===== src/rtl/pix_match_pkg.sv =====
package pix_match_pkg;

  localparam int unsigned PIX_W = 24;

  typedef struct packed {
    logic [PIX_W-1:0] pix;
    logic             hs;
    logic             vs;
    logic             act;
  } video_t;

  // colors are distinct while 3k+17 < 256
  function automatic logic [PIX_W-1:0] pat_color(input int k);
    logic [7:0] r, g, b;
    r = 8'(k * 37 + 5);
    g = 8'(k * 11 + 130);
    b = 8'(k * 3 + 17);
    return {r, g, b};
  endfunction

endpackage


===== src/rtl/pm_compare.sv =====
module pm_compare
  import pix_match_pkg::*;
#(
  parameter int unsigned NUM_PAT = 60
) (
  input  logic               clk_i,
  input  logic               rst_ni,
  input  logic [PIX_W-1:0]   pix_i,
  input  logic               act_i,
  output logic [NUM_PAT-1:0] hit_o
);

  for (genvar k = 0; k < NUM_PAT; k++) begin : g_pat
    localparam logic [PIX_W-1:0] PatColor = pat_color(k);
    assign hit_o[k] = act_i && (pix_i == PatColor);
  end

  AST_HIT_ONEHOT: assert property (@(posedge clk_i) disable iff (!rst_ni)
    $onehot0(hit_o));

endmodule


===== src/rtl/pm_event_reduce.sv =====
module pm_event_reduce #(
  parameter int unsigned NUM_PAT = 60,
  parameter int unsigned NUM_EVT = 20
) (
  input  logic               clk_i,
  input  logic               rst_ni,
  input  logic [NUM_PAT-1:0] hit_i,
  input  logic               act_i,
  output logic [NUM_EVT-1:0] evt_o
);

  logic [NUM_EVT-1:0] evt_d;

  for (genvar e = 0; e < NUM_EVT; e++) begin : g_evt
    logic [NUM_PAT-1:0] own_mask;
    always_comb begin
      own_mask = '0;
      for (int k = e; k < NUM_PAT; k += NUM_EVT) own_mask[k] = 1'b1;
    end
    assign evt_d[e] = |(hit_i & own_mask);
  end

  always_ff @(posedge clk_i or negedge rst_ni) begin
    if (!rst_ni) evt_o <= '0;
    else         evt_o <= evt_d;
  end

  AST_HIT_RAISES_EVT: assert property (@(posedge clk_i) disable iff (!rst_ni)
    (|hit_i) |=> (|evt_o));
  AST_IDLE_NO_EVT: assert property (@(posedge clk_i) disable iff (!rst_ni)
    !act_i |=> (evt_o == '0));
  AST_EVT_ONEHOT: assert property (@(posedge clk_i) disable iff (!rst_ni)
    $onehot0(evt_o));

endmodule


===== src/rtl/pm_video_delay.sv =====
module pm_video_delay
  import pix_match_pkg::*;
#(
  parameter int unsigned     NUM_EVT    = 20,
  parameter bit              REPL_EN    = 1'b1,
  parameter int unsigned     REPL_EVT   = 3,
  parameter logic [PIX_W-1:0] REPL_COLOR = 24'h00FF00
) (
  input  logic               clk_i,
  input  logic               rst_ni,
  input  video_t             vid_i,
  input  logic [NUM_EVT-1:0] evt_i,
  output video_t             vid_o
);

  video_t vid_q;
  logic   repl_sel;

  always_ff @(posedge clk_i or negedge rst_ni) begin
    if (!rst_ni) vid_q <= '0;
    else         vid_q <= vid_i;
  end

  if (REPL_EN) begin : g_repl
    assign repl_sel = evt_i[REPL_EVT];
  end else begin : g_norepl
    assign repl_sel = 1'b0;
  end

  always_comb begin
    vid_o = vid_q;
    if (repl_sel) vid_o.pix = REPL_COLOR;
  end

  AST_SYNC_DELAY: assert property (@(posedge clk_i) disable iff (!rst_ni)
    1'b1 |=> (vid_o.hs == $past(vid_i.hs) && vid_o.vs == $past(vid_i.vs)
              && vid_o.act == $past(vid_i.act)));
  AST_PIX_PASS: assert property (@(posedge clk_i) disable iff (!rst_ni)
    !evt_i[REPL_EVT] |-> (vid_o.pix == $past(vid_i.pix)));

endmodule


===== src/rtl/pix_match_event_top.sv =====
module pix_match_event_top
  import pix_match_pkg::*;
#(
  parameter int unsigned      NUM_PAT    = 60,
  parameter int unsigned      NUM_EVT    = 20,
  parameter bit               REPL_EN    = 1'b1,
  parameter int unsigned      REPL_EVT   = 3,
  parameter logic [PIX_W-1:0] REPL_COLOR = 24'h00FF00
) (
  input  logic               clk_i,
  input  logic               rst_ni,
  input  logic [PIX_W-1:0]   pix_i,
  input  logic               hs_i,
  input  logic               vs_i,
  input  logic               act_i,
  output logic [PIX_W-1:0]   pix_o,
  output logic               hs_o,
  output logic               vs_o,
  output logic               act_o,
  output logic [NUM_EVT-1:0] evt_o
);

  logic [NUM_PAT-1:0] hit;
  video_t             vid_in, vid_out;

  assign vid_in = '{pix: pix_i, hs: hs_i, vs: vs_i, act: act_i};

  pm_compare #(.NUM_PAT(NUM_PAT)) i_compare (
    .clk_i (clk_i),
    .rst_ni(rst_ni),
    .pix_i (pix_i),
    .act_i (act_i),
    .hit_o (hit)
  );

  pm_event_reduce #(.NUM_PAT(NUM_PAT), .NUM_EVT(NUM_EVT)) i_reduce (
    .clk_i (clk_i),
    .rst_ni(rst_ni),
    .hit_i (hit),
    .act_i (act_i),
    .evt_o (evt_o)
  );

  pm_video_delay #(
    .NUM_EVT   (NUM_EVT),
    .REPL_EN   (REPL_EN),
    .REPL_EVT  (REPL_EVT),
    .REPL_COLOR(REPL_COLOR)
  ) i_video (
    .clk_i (clk_i),
    .rst_ni(rst_ni),
    .vid_i (vid_in),
    .evt_i (evt_o),
    .vid_o (vid_out)
  );

  assign pix_o = vid_out.pix;
  assign hs_o  = vid_out.hs;
  assign vs_o  = vid_out.vs;
  assign act_o = vid_out.act;

endmodule


===== config.mk =====
export PLATFORM = sky130hd
export DESIGN_NAME = pix_match_event_top
export DESIGN_NICKNAME = d
export VERILOG_FILES = /design/src/rtl/pix_match_pkg.sv /design/src/rtl/pm_compare.sv /design/src/rtl/pm_event_reduce.sv /design/src/rtl/pm_video_delay.sv /design/src/rtl/pix_match_event_top.sv
export SDC_FILE = /design/constraint.sdc
export NUM_CORES = 1
export LEC_CHECK = 0
export BUFFER_PORTS_ARGS = -buffer_cell sky130_fd_sc_hd__buf_2
export CORE_MARGIN = 5
export CORE_UTILIZATION = 35
export CTS_CLUSTER_DIAMETER = 30
export CTS_CLUSTER_SIZE = 20
export DETAILED_ROUTE_END_ITERATION = 8
export PLACE_DENSITY_LB_ADDON = 0.2
export REMOVE_ABC_BUFFERS = 1
export SYNTH_ARGS = -nofsm -noshare
export SYNTH_HDL_FRONTEND = slang
export SYNTH_SLANG_ARGS = --single-unit

===== constraint.sdc =====
create_clock -name clk_i -period 1.45 [get_ports clk_i]
set_clock_uncertainty 0.15 [all_clocks]
set_input_delay 0.145 -clock clk_i [delete_from_list [all_inputs] [get_ports clk_i]]
set_output_delay 0.145 -clock clk_i [all_outputs]
set_load 0.01 [all_outputs]

# Word-level counts from Yosys, hierarchy flattened
# Index checks and enable logic that the tools add are counted.
dict set report word_totals {
  inputBits 29
  wordCells 146
  regBits 47
  output_inout_bits 47
}
dict set report classes {
  n_reduce_logical 80
  n_mux 1
  eq_ne 60
}
# operator count
set op_table {}
lappend op_table {{24-bit == test (second input constant)} 29}
lappend op_table {{24-bit by 23-bit == test with 1-bit output (second input constant)} 14}
lappend op_table {{24-bit by 22-bit == test with 1-bit output (second input constant)} 8}
lappend op_table {{24-bit by 21-bit == test with 1-bit output (second input constant)} 5}
lappend op_table {{24-bit by 20-bit == test with 1-bit output (second input constant)} 3}
lappend op_table {{1-bit logical AND} 60}
lappend op_table {{3-bit OR reduction} 20}
lappend op_table {{24-bit by 19-bit == test with 1-bit output (second input constant)} 1}
lappend op_table {{24-bit two-way mux} 1}

# Logic depth before layout (Yosys ltp)
dict set report logic_depth {
  ltp_word 3
  ltp_mapped 6
  depth_no_buf 4
}

# Cells and area by module
# From an unflattened synthesis, not the netlist that was laid out.
dict set report unflattened {
  cells_unflattened 303
  area_unflattened_um2 2715.1
}
# module seq_area_each_um2 cells_each n_inst area_per_inst_um2
set by_module_without_submodules {}
lappend by_module_without_submodules {pm_compare 0.0 207 1 1223.7}
lappend by_module_without_submodules {pm_video_delay 675.6 56 1 865.8}
lappend by_module_without_submodules {pm_event_reduce 500.5 40 1 625.6}

# Least setup slack after synthesis
# No wires, ideal clock.
dict set report synth_timing {
  path_kind {input to register}
  startpoint {in pix_i[4]}
  endpoint {reg i_reduce.evt_o[6]}
  arrival_time_ns 1.427
  path_slack_ns -0.193
  stages 4
  n_path_buf 0
  setup_time_ns 0.066
  t_required_ns 1.234
  path_cell_list {or4b_4 or4_4 nor3_2 o31a_1}
}
dict set report synth_via {
  elab_chain_len 3
  elab_cells_between_ends 7
  cone_classes {eq/ne: 3; reduce/logical: 4}
}
# element line
set synth_rtl {}
lappend synth_rtl {{start: declaration} pix_match_event_top.sv:12} ;# input logic [PIX_W-1:0] pix_i,
lappend synth_rtl {{24-bit == test} pm_compare.sv:15} ;# assign hit_o[k] = act_i && (pix_i == PatColor);
lappend synth_rtl {{1-bit logical AND} pm_compare.sv:15}
lappend synth_rtl {{3-bit OR reduction (*)} pm_event_reduce.sv:20} ;# assign evt_d[e] = |(hit_i & own_mask);
lappend synth_rtl {{via i_reduce.evt_d[6]} pm_event_reduce.sv:12} ;# logic [NUM_EVT-1:0] evt_d;
lappend synth_rtl {{end signal: assignment} pm_event_reduce.sv:25} ;# else evt_o <= evt_d;
lappend synth_rtl {{end: declaration} pm_event_reduce.sv:9} ;# output logic [NUM_EVT-1:0] evt_o
# Mark *: on every way through the listed nets, which the timed path passes. The rest lies on a longest branch.

# Worst setup path after layout
dict set report layout_timing {
  startpoint {reg i_reduce.evt_o[3]}
  endpoint {out pix_o[11]}
}
dict set report layout_via {
  elab_chain_len 1
}
# element line
set layout_rtl {}
lappend layout_rtl {{24-bit two-way mux} pm_video_delay.sv:32} ;# if (repl_sel) vid_o.pix = REPL_COLOR;
lappend layout_rtl {{end: declaration} pix_match_event_top.sv:16} ;# output logic [PIX_W-1:0] pix_o,
# Every way passes these cells.

==> results.md <==
- Dividing the detail-routed via count by the number of cells gives approximately 5.6.
- The final critical delay including setup and external delays is 1.55 ns.
- The overall fraction of global-route tracks in use is 0.245.
- The deepest level of the CTS H-tree is 2.
- The cell area that synthesis handed to floorplanning was roughly 2600 um^2.
- The unique cell type count in the Yosys netlist is 34.
- Clock tree synthesis selected as its root buffer the cell clkbuf_8.
- The number of failing setup endpoints in the final timing report is 9.
- After clock tree synthesis, the clock-pin slew on the worst setup and hold paths is roughly 0.090 ns.
- Relative to the synthesized area, the layout overhead comes to 62.9%.
- Setup slack on the critical path of the routed design comes to -0.0988 ns.
- In the final routed layout, each cell accounts on average for a little under 20 um.
- The switching fraction of total power is 0.256.
- Entering global routing, the biggest net connects 48 pins.
- The total negative slack for setup checks is -0.656 ns.
- The arrival time of the worst setup path is roughly 1.3 ns.
- For this configuration, the core starts out at a cell density of 0.358.
- In this run the worst hold path is classified as input pin to register.
- Once detailed placement completed, the half-perimeter wirelength came to approximately 8200 um.
- The timing-limited maximum frequency is approximately 650 MHz.
- The region available for standard cell placement spans 7250 um^2.
- The final reports fail on negative setup slack.
- The flow ran to the end, but the final reports show violations.
- The startpoint type of the worst setup path is a register.
- Across all layers, the routed design uses approximately 3,100 vias.
- The static leakage is 1.85 nW.
- Of the total power, combinational logic draws 0.195.
- From left edge to right edge, the die measures about 96 um.
- The sequential share of power is 0.461.
- A synthesized cell averages approximately 9.6 um^2.
- The via count of the first global-routing pass is approximately 3,100.
- At the end of routability-driven placement, the weighted congestion stood at around 1.1.
- The number of antenna violations at the first check in global routing came to 0.
- The TritonCTS clock tree is built.
- In this run the tool buffered the top-level ports with 75 buffer cells.
- Along the worst path, the maximum fanout reaches 25.
- The kind of critical path is register to output port.
- Total power for the finished layout comes to about 0.0029 W.
- The post-route clock period utilization is 1.07.
- The share of cells above drive strength 1 is 0.429.
- The remaining antenna violation count is 0.
- The post-synthesis cell count is about 270.
- Row generation in the floorplan step produced 31 rows.
- The total congestion overflow is 0.
- At the pin with the least slew margin, the transition time is 0.457 ns.
- The die covers 9250 um^2.
- Of the total power, the clock network draws 0.344.
- The total internal power is about 0.0022 W.
- The largest buffer count on any clock path is 2.
- The number of design-rule violations left by the first detailed-router iteration is approximately 320.
- The number of diodes is 0.
- The number of flip-flops and latches in the synthesized netlist is 47.
- The number of iterations in the first detailed-routing pass is 5.
- In this run the worst setup path terminates at pix_o[11].
- The post-layout instance area is about 4200 um^2.
- The data required time at the worst endpoint is about 1.2 ns.
- The hold path startpoint is act_i.
- Setup repair after global routing could not meet its margin everywhere.
- Prior to clock tree synthesis, the placed netlist has a worst setup slack of -0.364 ns.
- Dividing total power by cell area gives a power density of slightly below 700 nW/um^2.
- Buffers inserted during clock tree synthesis total 5.
- Across the run, the number of max-cap violations was 0.
- Summed over all nets, the switching power comes to approximately 0.00075 W.
- The final count of hold timing violations came to 0.
- The share of the core filled with cells in the final layout is 0.584.
- Counting every sink on the clock net gives 47.
- The most critical setup path has its startpoint at i_reduce.evt_o[3]$_DFF_PN0_.
- The Yosys step of the flow raised 0 warnings.
- The instance area at placement is approximately 3800 um^2.
- The number of slew-limit violations in the final report was 0.
- VDD sags by at most 0.000368 V.
- The number of remaining DRC errors is 0.
- The number of top-level design ports is between 70 and 80.
- The first-pass GRT wire length is 16,800 um.
- The final layout contains routed wiring with a total length of between 10,000 and 15,000 um.
- The endpoint class of the critical path is an output port.
- Headroom to the max-slew limit came out at 0.695.
- The share of the Yosys chip area taken by registers is 0.453.
- The height of the chip is roughly 96 um.
- For this run, the post-layout net count is 494.
[worst min-delay path by stage]
stage / to / slack [ns] / cells after the start
final: i_video.vid_o[0]$_DFF_PN0_ / 0.05 / 1
after global routing: i_video.vid_o[0]$_DFF_PN0_ / 0.03 / 1
after CTS: i_video.vid_o[0]$_DFF_PN0_ / 0.03 / 1
after detailed placement: i_reduce.evt_o[10]$_DFF_PN0_ / 0.01 / 2
after global placement: i_video.vid_o[2]$_DFF_PN0_ / -0.003 / 2
after floorplan: i_reduce.evt_o[0]$_DFF_PN0_ / -0.30 / 0
[power groups by stage]
| stage | Clock (W) | Combinational (W) | Sequential [W] |
|---|---|---|---|
| 6_report | 0.00101 | 0.000572 | 0.00135 |
| 5_1_grt | 0.00109 | 0.000617 | 0.00136 |
| 4_1_cts | 0.00105 | 0.000560 | 0.00135 |
| 3_5_place_dp | 0 | 0.000500 | 0.00138 |
| 3_3_place_gp | 0 | 0.000504 | 0.00138 |
| 2_1_floorplan | 0 | 0.000150 | 0.00138 |
[per-layer routing]
metal / global-route usage / vias up / share of wire
li1: - / 1428 / -
met1: 0.315 / 1509 / 0.41
met2: 0.405 / 166 / 0.47
met3: 0.0493 / 37 / 0.078
met4: 0.0889 / 0 / 0.039
met5: 0 / - / 0
[final cells by class]
type / count / area, um^2
well taps: 99 / 124
flip-flops and latches: 47 / 1180
multi-input cells: 214 / 1420
clock buffers: 6 / 82.6
repair buffers: 197 / 1400
clock inverters: 2 / 35.0
fillers: 655 / 3020
[metrics by stage]
stage	std cells	hold slack, ns
floorplan	261	-0.301
global placement	529	-0.00329
detailed placement	529	0.0123
CTS	564	0.0344
global route	565	0.0338
finish	565	0.0537
[sequential cells by signal (all words and copies together), names as in the netlist]
register / count
i_reduce.evt_o: 20
i_video.vid_o: 3
i_video.vid_q: 24
[cell families after synthesis]
kind of cell | Yosys count | share of synthesized area
and+or+nand+nor | 194 | 0.453
DFF | 47 | 0.453
AOI/OAI and AO/OA | 20 | 0.0674
buffers and inverters | 10 | 0.0270
[cell usage after synthesis]
| cell | number | area, um^2 |
|---|---|---|
| nor3_1 | 26 | 130 |
| nor4_1 | 31 | 194 |
| nand4_1 | 22 | 138 |
| o31a_1 | 20 | 175 |
| and4bb_1 | 1 | 12.5 |
| and2b_4 | 1 | 10.0 |
| or4_4 | 1 | 11.3 |
| or4_1 | 1 | 7.51 |
| clkbuf_1 | 6 | 22.5 |
| and2_2 | 1 | 7.51 |
| or4b_4 | 1 | 13.8 |
| nor3_2 | 2 | 20.0 |
| and2_1 | 2 | 12.5 |
| dlygate4sd3_1 | 1 | 10.0 |
| nand2_1 | 26 | 97.6 |
| nor4b_2 | 2 | 30.0 |
| and3b_1 | 2 | 17.5 |
| nor2_1 | 6 | 22.5 |
| nor2b_1 | 27 | 169 |
| or2_1 | 8 | 50.1 |
| buf_6 | 2 | 22.5 |
| and4b_1 | 3 | 30.0 |
| nand4bb_1 | 1 | 11.3 |
| nor2_4 | 1 | 11.3 |
| buf_8 | 1 | 15.0 |
| dfrtp_1 | 47 | 1180 |
| and2b_1 | 1 | 7.51 |
| nor3b_1 | 2 | 15.0 |
| and3b_2 | 1 | 10.0 |
| nand2b_1 | 1 | 6.26 |
| nor3b_2 | 1 | 12.5 |
| nand3_1 | 20 | 100 |
| nor4b_1 | 2 | 17.5 |
| nand4_2 | 1 | 12.5 |
[worst max-delay path, stage by stage, from the launching register on]
cell and delay [ns]:
dfrtp_1 0.41, buf_12 0.17, or2_1 0.24, buf_2 0.14
[repair_timing]
action	in CTS	in global routing
setup buffers	0	1
gates cloned	0	0
gates resized for setup	2	13
setup endpoints to repair	20	33
pin swaps	2	6
endpoints found under the hold margin	73	0
hold buffers	27	0
[cells in the final DEF (no fill, tap or decap), types with 2 or more instances in the layout]
cell,Yosys,final
nor4b_4,0,2
nor4_1,31,25
nor3b_2,1,2
buf_12,0,3
dfrtp_1,47,47
nand4_1,22,22
nand2_1,26,26
nor3_2,2,3
nor4b_1,2,2
and3b_2,1,2
and4b_1,3,2
nor2_1,6,6
or2_1,8,8
nor3_1,26,25
dlygate4sd3_1,1,27
clkbuf_8,0,6
buf_4,0,92
nor4_2,0,6
o31a_1,20,20
nand3_1,20,20
nor2b_1,27,27
buf_2,0,75
and2_1,2,2
Note: power is estimated with default switching activity, not from simulation.
